`src/rtl/hdlc_rx_guard_pkg.sv`:
```
package hdlc_rx_guard_pkg;

    localparam int MODE_W = 3;

    typedef enum logic [1:0] {
        CD_NONE  = 2'd0,
        CD_AUX   = 2'd1,
        CD_TXCLK = 2'd2
    } cd_src_e;

    // Which pin, if any, carries carrier detect in a given clock mode.
    function automatic cd_src_e pick_cd_src(input logic [MODE_W-1:0] mode,
                                            input logic               tx_is_in);
        cd_src_e src;
        case (mode)
            3'd0, 3'd2, 3'd3: src = CD_AUX;
            3'd4, 3'd6, 3'd7: src = tx_is_in ? CD_TXCLK : CD_NONE;
            default:          src = CD_NONE;
        endcase
        return src;
    endfunction

endpackage

```
`src/rtl/hdlc_rx_cd_sync.sv`:
```
module hdlc_rx_cd_sync #(
    parameter int N_SRC  = 2,
    parameter int STAGES = 2
) (
    input  logic             clk,
    input  logic             rst_n,
    input  logic [N_SRC-1:0] pin_async,
    output logic [N_SRC-1:0] pin_sync
);

    for (genvar g = 0; g < N_SRC; g++) begin : g_src
        logic [STAGES-1:0] pipe_d, pipe_q;

        always_comb begin
            pipe_d = {pipe_q[STAGES-2:0], pin_async[g]};
        end

        always_ff @(posedge clk or negedge rst_n) begin
            if (!rst_n) pipe_q <= '0;
            else        pipe_q <= pipe_d;
        end

        assign pin_sync[g] = pipe_q[STAGES-1];
    end

endmodule

```
`src/rtl/hdlc_rx_cd_route.sv`:
```
module hdlc_rx_cd_route
    import hdlc_rx_guard_pkg::*;
(
    input  logic [MODE_W-1:0] clk_mode,
    input  logic              txclk_is_input,
    input  logic              autostart_en,
    input  logic              aux_cd,
    input  logic              txclk_cd,
    output logic              use_cd,
    output logic              cd_level
);

    cd_src_e src;

    always_comb begin
        src      = pick_cd_src(clk_mode, txclk_is_input);
        use_cd   = autostart_en && (src != CD_NONE);
        cd_level = 1'b0;
        case (src)
            CD_AUX:   cd_level = aux_cd;
            CD_TXCLK: cd_level = txclk_cd;
            default:  cd_level = 1'b0;
        endcase
    end

endmodule

```
`src/rtl/hdlc_rx_len_track.sv`:
```
module hdlc_rx_len_track #(
    parameter int unsigned LEN_W     = 7,
    parameter int unsigned BLK_BYTES = 32
) (
    input  logic             clk,
    input  logic             rst_n,
    input  logic             rx_en,
    input  logic             lencheck_en,
    input  logic [LEN_W-1:0] len_blocks,
    input  logic             frame_start,
    input  logic             frame_end,
    input  logic             byte_valid,
    output logic             byte_wr,
    output logic             len_abort,
    output logic             overlength
);

    localparam int unsigned MAX_LIMIT = (2 ** LEN_W) * BLK_BYTES;
    localparam int unsigned CNT_W     = $clog2(MAX_LIMIT + 1);

    typedef struct packed {
        logic             in_frame;
        logic [CNT_W-1:0] cnt;
        logic             ovl;
        logic             abort;
    } len_state_t;

    len_state_t       st_d, st_q;
    logic [CNT_W-1:0] limit;
    logic [CNT_W-1:0] cnt_eff;
    logic             in_eff;
    logic             hit;
    logic             wr;

    always_comb begin
        limit   = CNT_W'((32'(len_blocks) + 32'd1) * BLK_BYTES);
        in_eff  = rx_en && (frame_start || st_q.in_frame);
        cnt_eff = frame_start ? '0 : st_q.cnt;
        hit     = in_eff && byte_valid && lencheck_en && (cnt_eff == limit);
        wr      = in_eff && byte_valid && !hit;

        st_d          = st_q;
        st_d.in_frame = in_eff && !frame_end && !hit;
        st_d.cnt      = cnt_eff;
        if (wr && (cnt_eff != '1)) st_d.cnt = cnt_eff + 1'b1;
        st_d.ovl      = hit || (st_q.ovl && !(rx_en && frame_start));
        st_d.abort    = hit;
    end

    always_ff @(posedge clk or negedge rst_n) begin
        if (!rst_n) st_q <= '0;
        else        st_q <= st_d;
    end

    assign byte_wr    = wr;
    assign len_abort  = st_q.abort;
    assign overlength = st_q.ovl;

endmodule

```
`src/rtl/hdlc_rx_guard.sv`:
```
module hdlc_rx_guard
    import hdlc_rx_guard_pkg::*;
#(
    parameter int unsigned LEN_W     = 7,
    parameter int unsigned BLK_BYTES = 32,
    parameter int          CD_STAGES = 2
) (
    input  logic              clk,
    input  logic              rst_n,
    input  logic [MODE_W-1:0] clk_mode,
    input  logic              autostart_en,
    input  logic              txclk_is_input,
    input  logic              host_rx_en,
    input  logic              aux_cd_pin,
    input  logic              txclk_cd_pin,
    input  logic              lencheck_en,
    input  logic [LEN_W-1:0]  len_blocks,
    input  logic              frame_start,
    input  logic              frame_end,
    input  logic              byte_valid,
    output logic              rx_enable,
    output logic              byte_wr,
    output logic              len_abort,
    output logic              overlength
);

    typedef struct packed {
        logic rx_en;
    } gate_state_t;

    gate_state_t g_d, g_q;
    logic [1:0]  cd_sync;
    logic        use_cd;
    logic        cd_level;

    hdlc_rx_cd_sync #(
        .N_SRC  (2),
        .STAGES (CD_STAGES)
    ) u_sync (
        .clk       (clk),
        .rst_n     (rst_n),
        .pin_async ({txclk_cd_pin, aux_cd_pin}),
        .pin_sync  (cd_sync)
    );

    hdlc_rx_cd_route u_route (
        .clk_mode       (clk_mode),
        .txclk_is_input (txclk_is_input),
        .autostart_en   (autostart_en),
        .aux_cd         (cd_sync[0]),
        .txclk_cd       (cd_sync[1]),
        .use_cd         (use_cd),
        .cd_level       (cd_level)
    );

    always_comb begin
        g_d       = g_q;
        g_d.rx_en = use_cd ? cd_level : host_rx_en;
    end

    always_ff @(posedge clk or negedge rst_n) begin
        if (!rst_n) g_q <= '0;
        else        g_q <= g_d;
    end

    assign rx_enable = g_q.rx_en;

    hdlc_rx_len_track #(
        .LEN_W     (LEN_W),
        .BLK_BYTES (BLK_BYTES)
    ) u_len (
        .clk         (clk),
        .rst_n       (rst_n),
        .rx_en       (g_q.rx_en),
        .lencheck_en (lencheck_en),
        .len_blocks  (len_blocks),
        .frame_start (frame_start),
        .frame_end   (frame_end),
        .byte_valid  (byte_valid),
        .byte_wr     (byte_wr),
        .len_abort   (len_abort),
        .overlength  (overlength)
    );

endmodule

```
`config.mk`:
```
export PLATFORM = sky130hd
export DESIGN_NAME = hdlc_rx_guard
export DESIGN_NICKNAME = d
export VERILOG_FILES = /design/src/rtl/hdlc_rx_guard_pkg.sv /design/src/rtl/hdlc_rx_cd_sync.sv /design/src/rtl/hdlc_rx_cd_route.sv /design/src/rtl/hdlc_rx_len_track.sv /design/src/rtl/hdlc_rx_guard.sv
export SDC_FILE = /design/constraint.sdc
export NUM_CORES = 1
export LEC_CHECK = 0
export CORE_AREA = 2 2 64 66
export CTS_CLUSTER_DIAMETER = 30
export DETAILED_ROUTE_END_ITERATION = 8
export DIE_AREA = 0 0 66 68
export SYNTH_ARGS = -nofsm -noshare
export SYNTH_HDL_FRONTEND = slang
export SYNTH_SLANG_ARGS = --single-unit
```
`constraint.sdc`:
```
create_clock -name clk -period 3.3 [get_ports clk]
set_clock_uncertainty 0.05 [all_clocks]
set_input_delay 0.66 -clock clk [delete_from_list [all_inputs] [get_ports clk]]
set_output_delay 0.66 -clock clk [all_outputs]
set_load 0.05 [all_outputs]
```
=== After elaboration in Yosys (flattened, before gate mapping) ===
Cells that the tools add are included.

* Output and inout bits: 4
* Input bits: 21
* Logic and storage cells: 44
* Flip-flop bits (word level): 21

* Eq/ne operators: 9
* Muxes and demuxes: 6
* Reductions and logical operators: 20
* Add/subtract/negate cells: 2

{| class="wikitable"
|+ Operator list
! operator !! count
|-
| two-way mux 13 bit || 2
|-
| adder 13 x 1 -> 13 bit (second input constant) || 1
|-
| equality test 13 bit || 1
|-
| inequality test 13 bit (second input constant) || 1
|-
| logical AND 1 bit || 11
|-
| equality test 3 bit (second input constant) || 3
|-
| adder 7 x 1 -> 8 bit (second input constant) || 1
|-
| equality test 3 x 2 -> 1 bit (second input constant) || 2
|-
| OR reduction 3 bit || 2
|-
| case mux 2 bit (2 select lines) || 1
|-
| zero test 1 bit || 3
|-
| zero test 3 bit || 1
|-
| equality test 2 x 1 -> 1 bit (second input constant) || 1
|-
| equality test 2 bit (second input constant) || 1
|-
| logical OR 1 bit || 2
|-
| two-way mux 2 bit || 1
|-
| case mux 1 bit (2 select lines) || 1
|-
| nonzero test 2 bit || 1
|-
| two-way mux 1 bit || 1
|}

=== Longest topological paths before layout ===
Gate-level depths: netlist (run 1).

* Depth after elaboration: 9
* Depth in mapped cells: 11
* Mapped depth without buffers: 10

=== Cells and area by module ===
A second synthesis (run 1) with hierarchy kept.

* Cells, all modules: 141
* Area, all modules: 1381.3 um^2

{| class="wikitable"
|+ Modules (own cells, without submodules)
! module !! cells an instance !! area an instance (um^2) !! sequential area each (um^2) !! times used
|-
| hdlc_rx_len_track || 122 || 1133.6 || 400.4 || 1
|-
| hdlc_rx_cd_sync || 6 || 115.1 || 100.1 || 1
|-
| hdlc_rx_cd_route || 11 || 92.6 || 0.0 || 1
|-
| hdlc_rx_guard || 2 || 40.0 || 25.0 || 1
|}

=== Least setup slack after synthesis (run 1) ===
No wires, ideal clock.

* Path type: input to output
* Start: input len_blocks[0]
* End: output byte_wr
* Stages on the path: 6
* Arrival: 2.614 ns
* Buffers on the path: 0
* Slack: -0.024 ns
* Data required time: 2.590 ns
* Cells stage by stage: ha_1 or4b_1 o21ai_0 o21ai_2 a2111oi_4 nor2_1

* Word-level cells in the longest chain between the ends: 5

{| class="wikitable"
|+ Ends and longest elaborated chain
! what !! line !! text
|-
| start: declaration || hdlc_rx_guard.sv:17 || <nowiki>input logic [LEN_W-1:0] len_blocks,</nowiki>
|-
| adder 7 x 1 -> 8 bit || hdlc_rx_len_track.sv:36 || <nowiki>limit = CNT_W'((32'(len_blocks) + 32'd1) * BLK_BYTES);</nowiki>
|-
| equality test 13 bit || hdlc_rx_len_track.sv:39 || <nowiki>hit = in_eff && byte_valid && lencheck_en && (cnt_eff == limit);</nowiki>
|-
| logical AND 1 bit || hdlc_rx_len_track.sv:39 ||
|-
| net u_len.hit || hdlc_rx_len_track.sv:32 || <nowiki>logic hit;</nowiki>
|-
| zero test 1 bit || hdlc_rx_len_track.sv:40 || <nowiki>wr = in_eff && byte_valid && !hit;</nowiki>
|-
| logical AND 1 bit || hdlc_rx_len_track.sv:40 ||
|-
| end: declaration || hdlc_rx_guard.sv:22 || <nowiki>output logic byte_wr,</nowiki>
|}

The timed path passes the listed nets, and every way through them passes these cells.

=== Worst setup path in the final report (run 1) ===
* Start: input len_blocks[1]
* End: output byte_wr

Same word-level chain as after synthesis.

==> results of run 1 <==
==> area by class of cell <==
type / count / share of cell area
multi-input cells: 117 / 0.4399
flip-flops and latches: 21 / 0.2701
repair buffers: 50 / 0.2212
well taps: 50 / 0.03215
clock buffers: 3 / 0.02122
inverters: 6 / 0.01158
clock inverters: 1 / 0.003859
==> kinds of logic after synthesis <==
group	synth area share
AOI/OAI and AO/OA	0.1318
xor gates and xnor gates	0.08909
adders and majority gates	0.05454
buffers and inverters	0.02182
DFF	0.3818
muxes	0.01818
and+or+nand+nor	0.3027
==> worst paths after layout <==
kind,to,slack (ns),cells after the start
setup / recovery,byte_wr,0.06,8
hold / removal,u_sync.g_src[0].pipe_q[1]$_DFF_PN0_,0.30,0
setup reg to reg,u_len.st_q[3]$_DFF_PN0_,0.95,7
hold reg to reg,u_sync.g_src[0].pipe_q[1]$_DFF_PN0_,0.30,0
max in group asynchronous,u_len.st_q[13]$_DFF_PN0_,1.79,1
min in group asynchronous,u_len.st_q[3]$_DFF_PN0_,0.85,1
==> layout by cell type (no fill, tap or decap), drive strengths merged, types with 5 or more instances in the layout <==
cell type,instances
inv,6
nor2b,5
clkdlybuf4s50,16
nor3,6
xnor2,11
buf,27
ha,6
a21oi,5
dlygate4sd2,6
nor2,9
dfrtp,21
nand3,8
o21ai,8
nand2b,8
nand2,10
nand4,5
==> report_power, final <==
part	switching (W)	total (W)	leakage, nW	internal [W]
Sequential	0.00000373	0.000267	0.281	0.000263
Combinational	0.0000527	0.000112	0.525	0.0000594
Clock	0.0000907	0.000176	0.0217	0.0000854
Total	0.000147	0.000555	0.828	0.000408
==> metal layers <==
layer / GRT usage / vias up / wire length, um
li1: - / 622 / -
met1: 0.1969 / 616 / 1510
met2: 0.2955 / 30 / 1658
met3: 0.03289 / 6 / 128
met4: 0.07398 / 0 / 59
met5: 0 / - / 0
==> registers in the layout, summed over array words and instances (netlist names) <==
signal,count
u_sync.g_src.pipe_q,4
u_len.st_q,14
u_len.overlength,1
rx_enable,1
u_len.len_abort,1
==> repair_timing <==
item,4_1_cts,5_1_grt
hold buffers,0,0
endpoints found under the setup margin,1,1
gates resized for setup,12,4
buffers inserted,1,0
pin swaps,7,6
gates cloned,1,0
==> per-stage QoR <==
stage | instances | TNS [ns] | total power, W | hold WS [ns]
floorplan | 146 | 0 | 0.0003152 | 0.2812
detailed placement | 242 | -0.4551 | 0.0003779 | 0.2871
finish | 248 | 0 | 0.0005547 | 0.3048
global placement | 242 | -0.2865 | 0.0003752 | 0.2829
global route | 248 | 0 | 0.0005836 | 0.3166
CTS | 248 | 0 | 0.0005556 | 0.3069
==> critical path: cells and delay by family <==
family / cells / cell delay, ns
AO/OA/AOI/OAI: 3 / 0.61
AND/OR/NAND/NOR: 2 / 0.61
buffers and inverters: 2 / 0.43
adder cells (fa/ha/maj): 1 / 0.22
==> impl_metrics.ini, run 1 <==
[power]
power_density_nw_per_um2 = 285.1
ir_drop_v = 0.0001648
leakagePower_nw = 0.8281

[layout]
fin_util = 0.5045
seq_area_um2 = 525.5
drive_above_1_share = 0.2525
final_net_count = 226
multiInputGateArea_um2 = 855.8
finalInstanceArea_um2 = 1946
synthToLayoutAreaGrowth_pct = 41.36
n_antenna_cell = 0
n_fill_cell = 383

[clock_tree]
cts.sinks = 21
clock_latency_ns = 0.27
cts_tree = yes
clk_path_buf_depth = 2
htree_levels = 1
clk_pin_slew_ns = 0.08
root_buffer = clkbuf_8
cts_made_buffers = 3

[setup_path]
crit_path_end_kind = output port
critPathLaunchType = input port
worst_path_largest_cell_delay_ns = 0.52
worstSetupStartpoint = len_blocks[1]
slowest_stage = or4b_4
arrival_ns = 2.53
cp_max_fo = 2
worstPathCellList = dlygate4sd2_1 -> ha_4 -> or4b_4 -> o21ai_2 -> o21ai_2 -> a2111oi_4 -> nor2_2 -> buf_6
path_common_cell = o21ai_2
critPathKind = in -> out
worstPathRequired_ns = 2.59
r2r-start = u_len.st_q[8]$_DFF_PN0_

[global_routing]
grt.total_usage = 0.1668
first_global_vias = 1340
grt_pass1_wl_mm = 5.699
grt_remaining_overflow = 0
antenna_found_initial = 0
grt_max_degree = 22

[place]
gp_congestion = 0.7807
post-dp-hpwl_mm = 2.502
placed_area_um2 = 1852
dp_slack_ns = -0.2990
numPortBuffers = 24

[synth]
ys_ff_latch = 21
yosysSeqAreaShare = 0.3818
synth_area_um2 = 1376
synth-main-ff-cell = dfrtp_1
syn-mean-instance-area_um2 = 9.427
synth_edf_count = 0
synth_area_leader_cell = dfrtp_1
synthDistinctLibCells = 42
synthTopCellsByArea = dfrtp_1, xnor2_1, ha_1
syn_inst = 146
yosysMostFrequentCell = dfrtp_1
synth_fp_nets = 173
synth_commonest_cells = dfrtp_1, xnor2_1, nand2_1
yosys_warnings = 0
async_reset_ff_frac = 1.000
synth.top_cell.area_share = 0.3818

[worst_hold_path]
hp-start = u_sync.g_src[0].pipe_q[0]$_DFF_PN0_
min_path_type = reg -> reg

[die]
placementRows = 23
pin_count = 25
start_util = 0.3569
die_w_um = 66
core-area_um2 = 3856
die_h_um = 68
dieArea_um2 = 4488

[drt]
ant_nets = 0
drt-total-wl_mm = 3.356
routedWlPerCell_um = 13.53
viasPerCell = 5.137
drc = 0
firstDrtPassIters = 4
drt-initial-drc-count = 58
dr_total_vias = 1274

[timing]
hold_viol_final = 0
period_share = 0.9804
fmax_mhz = 309.1
maxSlewViolCount = 0
rsz0062_at_grt = no
slew-limit-headroom = 0.3868
fin_ws_ns = 0.06461
worstMarginPinSlew_ns = 0.9169
period_needed_ns = 3.235
setup_viol = 0

[run]
drv_cap = 0

[run_status]
status = completed
Note: power is estimated with default switching activity, not from simulation.
==> run 2: changes to the inputs <==
- CORE_AREA: 2 2 64 66 -> 2 2 54 56
- CTS_BUF_LIST: unset -> sky130_fd_sc_hd__clkbuf_2 sky130_fd_sc_hd__clkbuf_4 sky130_fd_sc_hd__clkbuf_8
- DIE_AREA: 0 0 66 68 -> 0 0 56 58
- PLACE_DENSITY: unset -> 0.79
==> run 2 against run 1 <==
Sequential power hardly changed. Clock power fell by 31%. Setup slack better by 0.039 ns. Global-route usage rose by 5.9 points. Critical endpoint unchanged. Critical path type unchanged. First-iteration DRC count shrank 38%. Sequential cell count unchanged. Power is 9.9% lower. Core utilization increased by 21 points. Via count grew 2.7%. Register-to-register slack got worse by 0.10 ns. Clock-buffer cell count unchanged. Combinational power hardly changed.
==> impl_metrics.ini, run 2 (same netlist as run 1, synthesis figures left out) <==
[power]
power_density_nw_per_um2 = 261.9
power_w = 0.0004998
leakagePower_nw = 0.8339
ir_drop_v = 0.0002981

[layout]
n_fill_cell = 211
registers.top_by_ff_count = u_len.st_q
fin_util = 0.7166
n_antenna_cell = 0
multiInputGateArea_um2 = 829.5
final_common_cell = buf_4
final_net_count = 231
drive_above_1_share = 0.2611
synthToLayoutAreaGrowth_pct = 38.64
seq_area_um2 = 525.5
layout_common_cells = buf_4, dfrtp_1, clkdlybuf4s50_1, xnor2_1, nand2_1
reg_top3 = u_len.st_q: 14 flops, u_sync.g_src.pipe_q: 4 flops
largest_reg_flops = 14

[drt]
dr_total_vias = 1309
viasPerCell = 5.594
drt-initial-drc-count = 36
routedWlPerCell_um = 14.13
firstDrtPassIters = 4
drt-total-wl_mm = 3.307
ant_nets = 0
drc = 0

[timing]
hold_viol_final = 0
setup_viol = 0
maxSlewViolCount = 0
worstMarginPinSlew_ns = 0.9240
period_share = 0.9687
rsz0062_at_grt = no
period_needed_ns = 3.197
fmax_mhz = 312.8
slew-limit-headroom = 0.3821

[clock_tree]
clock_latency_ns = 0.31
cts_made_buffers = 3
cts_tree = yes
ctsHoldBuffers = 0
root_buffer = clkbuf_4
clk_path_buf_depth = 2
cts.sinks = 21
htree_levels = 1
clk_pin_slew_ns = 0.11

[global_routing]
first_global_vias = 1311
antenna_found_initial = 0
grt_remaining_overflow = 0
grt.total_usage = 0.2256
grt_max_degree = 22
grt_pass1_wl_mm = 5.761

[place]
post-dp-hpwl_mm = 2.616
gp_congestion = 0.8355
numPortBuffers = 24

[die]
die_h_um = 58
start_util = 0.5169
core-area_um2 = 2663
die_w_um = 56
placementRows = 19
pin_count = 25
dieArea_um2 = 3248

[setup_path]
critPathLaunchType = input port
cp_max_fo = 2
crit_path_end_kind = output port
critPathKind = in -> out
reg2reg_to = u_len.st_q[5]$_DFF_PN0_
reg2reg_depth = 8
r2r-start = u_len.st_q[13]$_DFF_PN0_
worstPathRequired_ns = 2.59
arrival_ns = 2.49
worstSetupStartpoint = len_blocks[1]
regToRegSetupSlack_ns = 0.85

[worst_hold_path]
hp-start = u_sync.g_src[0].pipe_q[0]$_DFF_PN0_
hold_end = u_sync.g_src[0].pipe_q[1]$_DFF_PN0_
min_path_type = reg -> reg
hold_depth = 0

[run]
drv_cap = 0

[run_status]
status = completed
==> run 2: cell types whose count changed in the layout (fill, tap and decap cells not counted), sizes merged <==
cell	previous run	this run
dlygate4sd2	6	4
clkdlybuf4s50	16	18
clkinv	0	1
clkdlybuf4s15	1	0
clkbuf	3	4
buf	27	32
clkinvlp	1	0
==> run 2: critical path: stages <==
cell	delay, ns
dlygate4sd2_1	0.25
ha_2	0.28
or4b_1	0.48
o21ai_2	0.16
o21ai_2	0.08
a2111oi_4	0.33
nor2_2	0.08
buf_6	0.16
==> run 2: per-layer routing <==
| metal | routed length, um | global-route usage | up-vias |
|---|---|---|---|
| met5 | 0 | 0 | - |
| met4 | 87 | 0.07823 | 0 |
| met3 | 148 | 0.02232 | 10 |
| met2 | 1691 | 0.4202 | 39 |
| met1 | 1380 | 0.2726 | 623 |
| li1 | - | - | 637 |
==> run 2: power by group <==
| part | leakage (nW) | switching, W | internal, W |
|---|---|---|---|
| sequential | 0.281 | 0.00000447 | 0.000263 |
| clock | 0.0177 | 0.0000771 | 0.0000453 |
| combinational | 0.535 | 0.0000510 | 0.0000590 |
| total | 0.834 | 0.000133 | 0.000367 |
==> run 2: cell type report <==
class                      instances  area share
clock inverter                     1    0.002623
sequential                        21      0.2754
clock buffer                       3     0.01180
multi-input combinational        117      0.4348
timing repair buffer              55      0.2433
tap                               31     0.02033
inverter                           6     0.01180
==> run 2: stage by stage <==
step           setup TNS (ns)  cell area (um2)  hold slack [ns]  std cells  worst slack, ns
2_1_floorplan               0             1379           0.2812        146          0.05627
3_3_place_gp          -0.3063             1866           0.2858        228          -0.2690
3_5_place_dp          -0.5072             1866           0.2926        228          -0.3053
4_1_cts                     0             1912           0.3193        234          0.05584
5_1_grt                     0             1908           0.3258        234          0.03856
6_report                    0             1908           0.3156        234           0.1033
==> run 2: worst max path at each step <==
stage / depth (start not counted) / slack, ns / to
6_report: 8 / 0.10 / byte_wr
5_1_grt: 8 / 0.04 / byte_wr
4_1_cts: 8 / 0.06 / byte_wr
3_5_place_dp: 8 / -0.31 / byte_wr
3_3_place_gp: 8 / -0.27 / byte_wr
2_1_floorplan: 6 / 0.06 / byte_wr
==> run 2: what timing repair did <==
item | 4_1_cts | 5_1_grt
setup buffers | 2 | 0
endpoints found under the setup margin | 1 | 1
gates resized for setup | 9 | 2
pin swaps | 7 | 1
==> run 3: changes to the inputs <==
- GPL_TIMING_DRIVEN: unset -> 0
==> run 3 against run 2 <==
Global-route usage is 2.0 points lower. Clock power rose by 7%. Largest power group unchanged. Cell area fell by 9.6%. Sequential cell count unchanged.
==> impl_metrics.ini, run 3 (same netlist as run 1, synthesis figures left out) <==
[global_routing]
first_global_vias = 1240
grt.total_usage = 0.2053
grt_max_degree = 22
grt_pass1_wl_mm = 5.271
antenna_found_initial = 0
grt_remaining_overflow = 0

[clock_tree]
cts.sinks = 21
htree_levels = 1
clk_pin_slew_ns = 0.11
clock_latency_ns = 0.30
root_buffer = clkbuf_4
cts_made_buffers = 3
cts_tree = yes
ctsHoldBuffers = 0
clk_path_buf_depth = 2

[timing]
maxSlewViolCount = 0
rsz0062_at_grt = yes
tns_ns = 0
whs_ns = 0.3100
worstMarginPinSlew_ns = 0.9207
fmax_mhz = 307.1
period_share = 0.9868
period_needed_ns = 3.257
hold_viol_final = 0
slew-limit-headroom = 0.3843
fin_ws_ns = 0.04347
setup_viol = 0

[place]
dp.cells = 201
gp_congestion = 0.9200
post-dp-hpwl_mm = 2.312
numPortBuffers = 24
dp_slack_ns = -1.371

[setup_path]
regToRegSetupSlack_ns = 0.74
arrival_ns = 2.55
worstPathCellList = clkbuf_4 -> ha_2 -> or4b_4 -> o21ai_2 -> o21ai_2 -> a2111oi_4 -> nor2_2 -> buf_6
critPathKind = in -> out
crit_path_end_kind = output port
worstPathRequired_ns = 2.59
critPathLaunchType = input port
cp_max_fo = 5
worst_path_largest_cell_delay_ns = 0.54
slowest_stage = or4b_4
path_common_cell = o21ai_2

[die]
placementRows = 19
core-area_um2 = 2663
dieArea_um2 = 3248
start_util = 0.5169
pin_count = 25
die_h_um = 58
die_w_um = 56

[power]
ir_drop_v = 0.0002850
p_seq_frac = 0.542
p_switching_w = 0.0001294
power_density_nw_per_um2 = 286.2
leakagePower_nw = 0.7135
p_comb_frac = 0.193
internal_power_w = 0.0003644
clkPwrFrac = 0.265
power_w = 0.0004938
switching_share = 0.2621

[run]
drv_cap = 0

[layout]
n_antenna_cell = 0
seq_area_um2 = 525.5
layout.cells.non_filler = 207
reg_top3 = u_len.st_q: 14 flops, u_sync.g_src.pipe_q: 4 flops
registers.top_by_ff_count = u_len.st_q
n_fill_cell = 225
final_common_cell = dfrtp_1
largest_reg_flops = 14
synthToLayoutAreaGrowth_pct = 25.36
multiInputGateArea_um2 = 848.3
final_net_count = 204
layout_common_cells = dfrtp_1, clkdlybuf4s50_1, nand2_1, xnor2_1
drive_above_1_share = 0.1705

[worst_hold_path]
min_path_type = reg -> reg

[drt]
drt-total-wl_mm = 3.130
viasPerCell = 5.797
ant_nets = 0
dr_total_vias = 1200
routedWlPerCell_um = 15.12
drc = 0
drt-initial-drc-count = 35
firstDrtPassIters = 4

[run_status]
status = completed
==> run 3: cell types whose count changed in the layout (fill, tap and decap cells not counted), sizes merged <==
cell           before  now
buf                32    4
clkbuf              4    7
clkdlybuf4s15       0    2
clkdlybuf4s50      18   16
clkinv              1    0
dlygate4sd2         4    3
==> run 3: worst paths after layout <==
kind	from	endpoint	cells past startpoint
worst max-delay path	len_blocks[1]	byte_wr	8
worst min-delay path	u_sync.g_src[1].pipe_q[0]$_DFF_PN0_	u_sync.g_src[1].pipe_q[1]$_DFF_PN0_	0
worst max register to register	u_len.st_q[3]$_DFF_PN0_	u_len.st_q[9]$_DFF_PN0_	9
worst min register to register	u_sync.g_src[1].pipe_q[0]$_DFF_PN0_	u_sync.g_src[1].pipe_q[1]$_DFF_PN0_	0
max in group asynchronous	rst_n	u_len.st_q[12]$_DFF_PN0_	1
min in group asynchronous	rst_n	u_len.st_q[5]$_DFF_PN0_	1
==> run 3: metal layers <==
layer	track usage	wire length, um	up-vias
li1	-	-	583
met1	0.2460	1369	566
met2	0.3546	1522	39
met3	0.03125	133	12
met4	0.1156	104	0
met5	0	0	-
==> run 3: final cells by class <==
| cell class | instances | share of cell area |
|---|---|---|
| inverter | 6 | 0.01305 |
| clock buffer | 4 | 0.01740 |
| timing repair buffer | 26 | 0.1443 |
| sequential | 21 | 0.3046 |
| buffer | 2 | 0.006526 |
| tap | 31 | 0.02248 |
| multi-input combinational | 117 | 0.4917 |
==> run 3: worst max-delay path: cells and delay by family <==
family / cells / cell delay [ns]
and+or+nand+nor: 2 / 0.61
AOI/OAI and AO/OA: 3 / 0.67
buffers and inverters: 2 / 0.30
adders and majority gates: 1 / 0.29
==> run 3: stage by stage <==
step	area, um2	util
2_1_floorplan	1379	-
3_3_place_gp	1658	0.6227
3_5_place_dp	1658	0.6227
4_1_cts	1714	0.6438
5_1_grt	1725	0.6480
6_report	1725	0.6480
==> run 3: what timing repair did <==
item                                    in CTS  in global routing
endpoints found under the setup margin       8                  3
pin swaps                                    2                  3
hold endpoints to repair                     0                  0
cloned                                       0                  0
gates resized for setup                     28                  7
buffers inserted                             2                  0
==> run 3: power groups by stage <==
stage	Combinational (W)	Clock (W)	Sequential, W
floorplan	0.0000404	0	0.000275
global placement	0.0000867	0	0.000272
detailed placement	0.0000907	0	0.000272
CTS	0.0000933	0.000135	0.000267
global route	0.000104	0.000143	0.000269
finish	0.0000951	0.000131	0.000268
